===== config.mk =====
export PLATFORM = sky130hd
export DESIGN_NAME = hexview_top
export DESIGN_NICKNAME = d
export VERILOG_FILES = /design/src/rtl/hexview_pkg.sv /design/src/rtl/hexview_tick.sv /design/src/rtl/hexview_scan.sv /design/src/rtl/hexview_walk.sv /design/src/rtl/hexview_top.sv
export SDC_FILE = /design/constraint.sdc
export NUM_CORES = 1
export LEC_CHECK = 0
export ABC_CLOCK_PERIOD_IN_PS = 5350
export BUFFER_PORTS_ARGS = -buffer_cell sky130_fd_sc_hd__buf_2
export CORE_MARGIN = 5
export CORE_UTILIZATION = 64
export DETAILED_ROUTE_END_ITERATION = 7
export PLACE_DENSITY = 0.87
export RECOVER_POWER = 50
export SLEW_MARGIN = 20
export SYNTH_ARGS = -nofsm -noshare
export SYNTH_HDL_FRONTEND = slang
export SYNTH_SLANG_ARGS = --single-unit

===== constraint.sdc =====
create_clock -name clk -period 5.35 [get_ports clk]
set_clock_uncertainty 0.2 [all_clocks]
set_input_delay 1.07 -clock clk [delete_from_list [all_inputs] [get_ports clk]]
set_output_delay 1.07 -clock clk [all_outputs]
set_load 0.005 [all_outputs]

===== src/rtl/hexview_pkg.sv =====
package hexview_pkg;

  localparam int NIB_W = 4;
  localparam int CATH_W = 8;

  typedef logic [CATH_W-1:0] cath_t;

  // Active-low cathode word for one hex nibble; bit 7 is the point (kept dark).
  function automatic cath_t hex_glyph(input logic [NIB_W-1:0] nib);
    logic [6:0] on;
    unique case (nib)
      4'h0: on = 7'h3F;
      4'h1: on = 7'h06;
      4'h2: on = 7'h5B;
      4'h3: on = 7'h4F;
      4'h4: on = 7'h66;
      4'h5: on = 7'h6D;
      4'h6: on = 7'h7D;
      4'h7: on = 7'h07;
      4'h8: on = 7'h7F;
      4'h9: on = 7'h6F;
      4'hA: on = 7'h77;
      4'hB: on = 7'h7C;
      4'hC: on = 7'h39;
      4'hD: on = 7'h5E;
      4'hE: on = 7'h79;
      default: on = 7'h71;
    endcase
    return {1'b1, ~on};
  endfunction

endpackage


===== src/rtl/hexview_tick.sv =====
module hexview_tick #(
  parameter int DIV = 50000
) (
  input  logic clk,
  input  logic rst_n,
  output logic tick
);

  localparam int CW = (DIV > 2) ? $clog2(DIV) : 1;
  localparam logic [CW-1:0] LAST = CW'(DIV - 1);

  logic [CW-1:0] cnt_q, cnt_d;

  always_comb begin
    tick  = (cnt_q == LAST);
    cnt_d = tick ? '0 : cnt_q + 1'b1;
  end

  always_ff @(posedge clk or negedge rst_n) begin
    if (!rst_n) cnt_q <= '0;
    else        cnt_q <= cnt_d;
  end

  AST_CNT_RANGE: assert property (@(posedge clk) disable iff (!rst_n)
    cnt_q <= LAST);

endmodule


===== src/rtl/hexview_scan.sv =====
module hexview_scan
  import hexview_pkg::*;
#(
  parameter int DATA_W = 8
) (
  input  logic                clk,
  input  logic                rst_n,
  input  logic                step,
  input  logic [DATA_W-1:0]   sw,
  output logic [2*DATA_W/NIB_W-1:0] an_n,
  output cath_t               seg_n
);

  localparam int DIGITS = 2 * DATA_W / NIB_W;
  localparam int SCW    = (DIGITS > 2) ? $clog2(DIGITS) : 1;
  localparam logic [SCW-1:0] LAST = SCW'(DIGITS - 1);

  logic [SCW-1:0] scan_q, scan_d;
  logic [2*DATA_W-1:0] word;
  cath_t cath [DIGITS];

  // True byte on the upper digits, complement on the lower ones.
  assign word = {sw, ~sw};

  always_comb begin
    scan_d = scan_q;
    if (step) scan_d = (scan_q == LAST) ? '0 : scan_q + 1'b1;
  end

  always_ff @(posedge clk or negedge rst_n) begin
    if (!rst_n) scan_q <= '0;
    else        scan_q <= scan_d;
  end

  for (genvar g = 0; g < DIGITS; g++) begin : g_digit
    assign cath[g] = hex_glyph(word[g*NIB_W +: NIB_W]);
    assign an_n[g] = (scan_q != SCW'(g));
  end

  assign seg_n = cath[scan_q];

  AST_AN_ONEHOT: assert property (@(posedge clk) disable iff (!rst_n)
    $onehot(~an_n));
  AST_DP_DARK: assert property (@(posedge clk) disable iff (!rst_n)
    seg_n[CATH_W-1]);
  AST_HOLD_NO_STEP: assert property (@(posedge clk) disable iff (!rst_n)
    !step |=> $stable(an_n));

endmodule


===== src/rtl/hexview_walk.sv =====
module hexview_walk #(
  parameter int N = 8
) (
  input  logic         clk,
  input  logic         rst_n,
  input  logic         step,
  output logic [N-1:0] led
);

  logic [N-1:0] led_q, led_d;

  always_comb begin
    led_d = led_q;
    if (step) led_d = {led_q[N-2:0], led_q[N-1]};
  end

  always_ff @(posedge clk or negedge rst_n) begin
    if (!rst_n) led_q <= N'(1);
    else        led_q <= led_d;
  end

  assign led = led_q;

  AST_LED_ONEHOT: assert property (@(posedge clk) disable iff (!rst_n)
    $onehot(led));
  AST_LED_WRAP: assert property (@(posedge clk) disable iff (!rst_n)
    (led[N-1] && step) |=> led[0]);

endmodule


===== src/rtl/hexview_top.sv =====
module hexview_top
  import hexview_pkg::*;
#(
  parameter int SCAN_DIV = 50000,
  parameter int WALK_DIV = 12500000
) (
  input  logic       clk,
  input  logic       rst_n,
  input  logic [7:0] sw,
  output logic [7:0] led,
  output logic [3:0] an_n,
  output logic [7:0] seg_n,
  output logic       ram_ce_n,
  output logic       flash_ce_n,
  output logic       flash_rst_n,
  output logic       mem_we_n,
  output logic       mem_oe_n
);

  logic [1:0] sync_q;
  logic       rst_sync_n;
  logic       scan_step, walk_step;

  always_ff @(posedge clk or negedge rst_n) begin
    if (!rst_n) sync_q <= '0;
    else        sync_q <= {sync_q[0], 1'b1};
  end
  assign rst_sync_n = sync_q[1];

  hexview_tick #(.DIV(SCAN_DIV)) u_scan_tick (
    .clk(clk), .rst_n(rst_sync_n), .tick(scan_step));

  hexview_tick #(.DIV(WALK_DIV)) u_walk_tick (
    .clk(clk), .rst_n(rst_sync_n), .tick(walk_step));

  hexview_scan #(.DATA_W(8)) u_scan (
    .clk(clk), .rst_n(rst_sync_n), .step(scan_step),
    .sw(sw), .an_n(an_n), .seg_n(seg_n));

  hexview_walk #(.N(8)) u_walk (
    .clk(clk), .rst_n(rst_sync_n), .step(walk_step), .led(led));

  // Unused memories parked: every control at its inactive level.
  assign ram_ce_n    = 1'b1;
  assign flash_ce_n  = 1'b1;
  assign flash_rst_n = 1'b1;
  assign mem_we_n    = 1'b1;
  assign mem_oe_n    = 1'b1;

  AST_LED_WITH_SCAN: assert property (@(posedge clk) disable iff (!rst_sync_n)
    ((WALK_DIV % SCAN_DIV) == 0 && walk_step) |-> scan_step);

endmodule


==> results.json, run 1 <==
{
  "rrSetupSlack_ns": 2.90,
  "num_io_pins": 35,
  "final_cell_mix": "51 x dfrtp_1, 27 x buf_2, 23 x nor2_1, 20 x ha_1",
  "synthCells": 347,
  "dr.pass1.iters": 4,
  "clk_latency_ns": 0.31,
  "row_count": 26,
  "synth.area.top_cells": "dfrtp_1 37%, ha_1 7.3%, mux4_2 3.9%",
  "worst_ep_arrival_time_ns": 2.58,
  "post-route-min-period_ns": 3.85,
  "postSynthAreaPerCell_um2": 9.88,
  "async_flop_share": 1.00,
  "synth_edf_count": 0,
  "rsz0062_at_grt": "false",
  "stdcell_count": 442,
  "gp_congestion": 0.878,
  "end_kind": "primary output",
  "fmax_mhz": 259,
  "dp.cells": 434,
  "nets": 401,
  "grt-ovfl-total": 0,
  "slew_violations": 51,
  "status": "complete, but fails checks",
  "power_density_nw_per_um2": 191,
  "maxCapViolCount": 1,
  "portBuffers": 28,
  "ys_warn_count": 0,
  "final.period_utilization": 0.720,
  "synth-seq-cells": 52,
  "grt_antenna_before_repair": 0,
  "hold_depth": 0,
  "drive_gt1_frac": 0.177,
  "ys_types": 55,
  "rr_startpoint": "u_walk_tick.cnt_q[0]",
  "yosys.area.top_type": "dfrtp_1",
  "path_clk_slew_ns": 0.10,
  "path_buf_inv": 4,
  "gr-usage-all-layers": 0.207,
  "ctsResizeCount": 0,
  "dp_hpwl_mm": 4.94,
  "violations": "max-capacitance violations, max-slew violations",
  "root_buffer": "clkbuf_8",
  "start_util": 0.667,
  "r2r-end": "u_walk.led[3]",
  "crit_path_top_delay_cell": "mux4_2",
  "critPathRequiredTime_ns": 4.08,
  "antenna_cells": 0,
  "cts_inserted_buffers": 5,
  "synth_ff_type": "dfrtp_1",
  "clockBufferDepth": 2,
  "vias_per_cell": 6.02,
  "path_cells": "buf_2, inv_1, ha_1, inv_1, mux2i_1, o2bb2ai_1, mux4_2, buf_2",
  "tightestPinTransition_ns": 1.94,
  "crit_family": "multiplexers",
  "via_count": 2659,
  "grt_first_pass_wirelength_mm": 12.1,
  "initialDrtViolationCount": 117,
  "min_from": "sync_q[0]",
  "peakVddDrop_v": 0.000157,
  "start_kind": "input pin",
  "p_total_uw": 705,
  "syn-cell-area_um2": 3430,
  "cp.depth": 8,
  "avgRoutedWirePerCell_um": 15.8,
  "hp-class": "reg2reg",
  "grt_pass1_vias": 2552,
  "fin_ws_ns": 1.50,
  "hold_violations": 0,
  "dieHeight_um": 83.2,
  "criticalPathCategory": "in2out",
  "ys_seq_area_frac": 0.380,
  "leakage_nw": 1.70,
  "synth_top_area_share": 0.372,
  "numClockSinks": 52,
  "slowest_delay_ns": 0.46,
  "finish.utilization": 0.717,
  "postCtsSetupRepairBufs": 0,
  "cts_hold_buffers": 0,
  "fillers": 396,
  "final_common_cell": "dfrtp_1",
  "slew_headroom": -0.291,
  "antenna_left": 0,
  "remaining_drc_errors": 0,
  "fp.dieW_um": 83.2,
  "dp_slack_ns": 1.50,
  "drt-total-wl_mm": 6.97,
  "grt_max_degree": 51,
  "cp_max_fo": 9,
  "r2r_cells": 6,
  "holdPathEnd": "sync_q[1]",
  "core_area_um2": 5140,
  "setup_tns_ns": 0,
  "areaGrowthSynthToFinish_pct": 7.59,
  "tritoncts": "built",
  "die_area_um2": 6920,
  "setup_violations": 0,
  "htree_num_levels": 2
}
## final cells by class
cell class                      count  area, um^2  share of cell area
Multi-Input combinational cell    261        1970               0.534
Clock buffer                        5        68.8              0.0187
Tap cell                           70        87.6              0.0238
Clock inverter                      3        27.5             0.00747
Sequential cell                    52        1300               0.353
Timing Repair Buffer               30         154              0.0417
Inverter                           21        78.8              0.0214
## cells in the mapped netlist, types with 2 or more instances
cell type  count
o31ai_1        9
a211oi_1       3
or4_2          2
xor2_1        12
o32ai_1        4
buf_4          7
inv_1         19
nor4_1         9
nor3_1        11
xnor2_1       14
mux4_2         6
nand3_1       19
or4_1          4
clkbuf_1       8
mux2i_1       12
a21oi_1       15
mux2_4         8
buf_2          2
or3_2          3
or3_1          2
o211ai_1       2
nand2_1       15
o311ai_0       2
nor2_1        23
or4b_2         3
ha_1          20
nor4b_1        2
nor2b_1        9
nand4_1        9
dfrtp_1       51
buf_1          2
o21ai_0       15
nand3b_1       3
## metal layers
metal | global-route usage | wire [um]
met5 | 0 | 0
met4 | 0.0461 | 70
met3 | 0.0366 | 285
met2 | 0.349 | 3560
met1 | 0.279 | 3050
## through the flow
stage          cell area, um^2  hold WS, ns
6_report                  3690        0.163
5_1_grt                   3690        0.169
4_1_cts                   3690        0.165
3_5_place_dp              3590        0.136
3_3_place_gp              3590        0.138
2_1_floorplan             3450        0.131
## power by group
part	switching, mW	total (mW)	internal [mW]
Clock	0.139	0.235	0.0963
Sequential	0.00698	0.400	0.393
Combinational	0.0391	0.0696	0.0305
## sequential cells by signal (all words and copies together), names as in the netlist
register           cells
u_scan_tick.cnt_q     16
u_scan.scan_q          2
u_walk_tick.cnt_q     24
sync_q                 2
u_walk.led             8
## kinds of logic (layout without fill, tap and decap cells)
kind of cell / Yosys count / after routing / share of synthesized area
muxes: 27 / 27 / 0.113
and+or+nand+nor: 121 / 121 / 0.201
adders and majority gates: 20 / 20 / 0.0730
DFF: 52 / 52 / 0.380
other: 1 / 7 / 0.00109
buffers and inverters: 40 / 59 / 0.0522
xor gates and xnor gates: 26 / 26 / 0.0664
AOI/OAI and AO/OA: 60 / 60 / 0.114
## worst register-to-register path, delay by kind of cell, from the launching register on
| kind | cells | cell delay [ns] |
|---|---|---|
| buffers and inverters | 1 | 0.31 |
| flip-flops | 1 | 0.45 |
| AND/OR/NAND/NOR | 3 | 0.79 |
| adder cells (fa/ha/maj) | 1 | 0.26 |
| multiplexers | 1 | 0.33 |
## how the worst max path moves through the flow
stage	end	startpoint	slack, ns
floorplan	seg_n[5]	sw[7]	1.81
global route	seg_n[4]	sw[4]	1.37
finish	seg_n[1]	sw[0]	1.50
detailed placement	seg_n[1]	sw[0]	1.50
global placement	seg_n[1]	sw[0]	1.56
CTS	seg_n[1]	sw[0]	1.50
(Power assumes the default switching activity.)
==> inputs of run 2 (changes only) <==
ABC_CLOCK_PERIOD_IN_PS = 3900   (was 5350)
CORE_UTILIZATION = 59   (was 64)
PLACE_DENSITY = 0.81   (was 0.87)
clock period = 3.9 ns   (was 5.35 ns; I/O delays follow)
==> results.json, run 2 (synthesis gave the netlist of run 1 again) <==
{
  "status": "complete, but fails checks",
  "violations": "max-capacitance violations, max-slew violations",
  "gr-usage-all-layers": 0.192,
  "combPwrFrac": 0.101,
  "r2r_cells": 5,
  "fin_ws_ns": 0.644,
  "ctsResizeCount": 0,
  "initialDrtViolationCount": 143,
  "seq_area_um2": 1300,
  "leakage_nw": 1.70,
  "switching_share": 0.253,
  "nets": 402,
  "drt-total-wl_mm": 7.01,
  "portBuffers": 28,
  "start_kind": "input pin",
  "dp_hpwl_mm": 5.03,
  "largest_reg_flops": 24,
  "setup_tns_ns": 0,
  "dieHeight_um": 86.2,
  "post-route-min-period_ns": 3.26,
  "fmax_mhz": 307,
  "crit_path_top_delay_cell": "mux4_2",
  "slowest_delay_ns": 0.47,
  "final.period_utilization": 0.835,
  "switchingPower_uw": 240,
  "fp.dieW_um": 86.2,
  "cts_inserted_buffers": 5,
  "antenna_left": 0,
  "vias_per_cell": 6.01,
  "hold_violations": 0,
  "htree_num_levels": 2,
  "cp_max_fo": 9,
  "p_int_uw": 709,
  "maxCapViolCount": 1,
  "final_cell_mix": "51 x dfrtp_1, 27 x buf_2, 23 x nor2_1, 20 x ha_1",
  "start_util": 0.615,
  "slew_headroom": -0.291,
  "grt_max_degree": 51,
  "peakVddDrop_v": 0.000188,
  "tightestPinTransition_ns": 1.94,
  "grt_antenna_before_repair": 0,
  "p_seq_frac": 0.578,
  "slew_violations": 51,
  "p_clk_frac": 0.321,
  "path_cells": "buf_2, inv_1, ha_1, inv_1, mux2i_1, o2bb2ai_1, mux4_2, buf_2",
  "regMostFlops": "u_walk_tick.cnt_q",
  "drive_gt1_frac": 0.180,
  "r2r-end": "u_walk.led[4]",
  "multi_input_area_um2": 1970,
  "numClockSinks": 52,
  "gp_congestion": 0.871,
  "hold_slack_ns": 0.0306,
  "remaining_drc_errors": 0,
  "rr_startpoint": "u_walk_tick.cnt_q[0]",
  "worst_ep_arrival_time_ns": 2.28,
  "clockBufferDepth": 2,
  "end_kind": "primary output",
  "areaGrowthSynthToFinish_pct": 7.85,
  "grt-ovfl-total": 0,
  "final_common_cell": "dfrtp_1",
  "core_area_um2": 5570,
  "cts_hold_buffers": 0,
  "via_count": 2675,
  "row_count": 27,
  "clk_latency_ns": 0.31,
  "avgRoutedWirePerCell_um": 15.7,
  "root_buffer": "clkbuf_8",
  "power_density_nw_per_um2": 257,
  "hp-class": "in2async",
  "criticalPathCategory": "in2out",
  "grt_first_pass_wirelength_mm": 11.6,
  "path_clk_slew_ns": 0.10,
  "setup_violations": 0,
  "fillers": 470,
  "critPathRequiredTime_ns": 2.92,
  "num_io_pins": 35,
  "rrSetupSlack_ns": 1.16,
  "tritoncts": "built",
  "dr.pass1.iters": 4,
  "dp_slack_ns": 0.647,
  "antenna_cells": 0,
  "rsz0062_at_grt": "false",
  "grt_pass1_vias": 2512,
  "die_area_um2": 7430,
  "postCtsSetupRepairBufs": 0
}
run 2: per-stage QoR:
stage / util / instance area (um^2) / cells / power, mW
2_1_floorplan: - / 3450 / 353 / 0.630
3_3_place_gp: 0.648 / 3610 / 437 / 0.653
3_5_place_dp: 0.648 / 3610 / 437 / 0.656
4_1_cts: 0.664 / 3700 / 445 / 0.955
5_1_grt: 0.663 / 3700 / 445 / 0.995
6_report: 0.663 / 3700 / 445 / 0.949
run 2: worst max-delay path, delay by kind of cell:
kind | cells | cell delay, ns
adder cells (fa/ha/maj) | 1 | 0.32
multiplexers | 2 | 0.55
AO/OA/AOI/OAI | 1 | 0.12
buffers and inverters | 4 | 0.50
run 2: per-layer routing:
metal	up-vias	share of wire	global-route usage	routed length, um
li1	1307	-	-	-
met1	1288	0.45	0.248	3150
met2	69	0.50	0.332	3480
met3	11	0.041	0.0352	287
met4	0	0.013	0.0524	93
met5	-	0	0	0
run 2: how the worst max path moves through the flow:
| stage | from | endpoint |
|---|---|---|
| floorplan | sw[7] | seg_n[5] |
| global placement | sw[0] | seg_n[1] |
| detailed placement | sw[0] | seg_n[1] |
| CTS | sw[0] | seg_n[1] |
| global route | sw[0] | seg_n[3] |
| finish | sw[0] | seg_n[1] |
run 2: power groups by stage:
| stage | combinational, mW | clock (mW) | sequential (mW) |
|---|---|---|---|
| floorplan | 0.0719 | 0 | 0.558 |
| global placement | 0.0926 | 0 | 0.560 |
| detailed placement | 0.0948 | 0 | 0.561 |
| CTS | 0.0952 | 0.310 | 0.550 |
| global route | 0.105 | 0.338 | 0.552 |
| finish | 0.0957 | 0.305 | 0.549 |
run 2: cell type report:
class,count,share of cell area
inverter,21,0.0213
clock inverter,2,0.00440
tap,72,0.0244
sequential,52,0.352
timing repair buffer,31,0.0437
multi-input combinational,261,0.534
clock buffer,6,0.0196
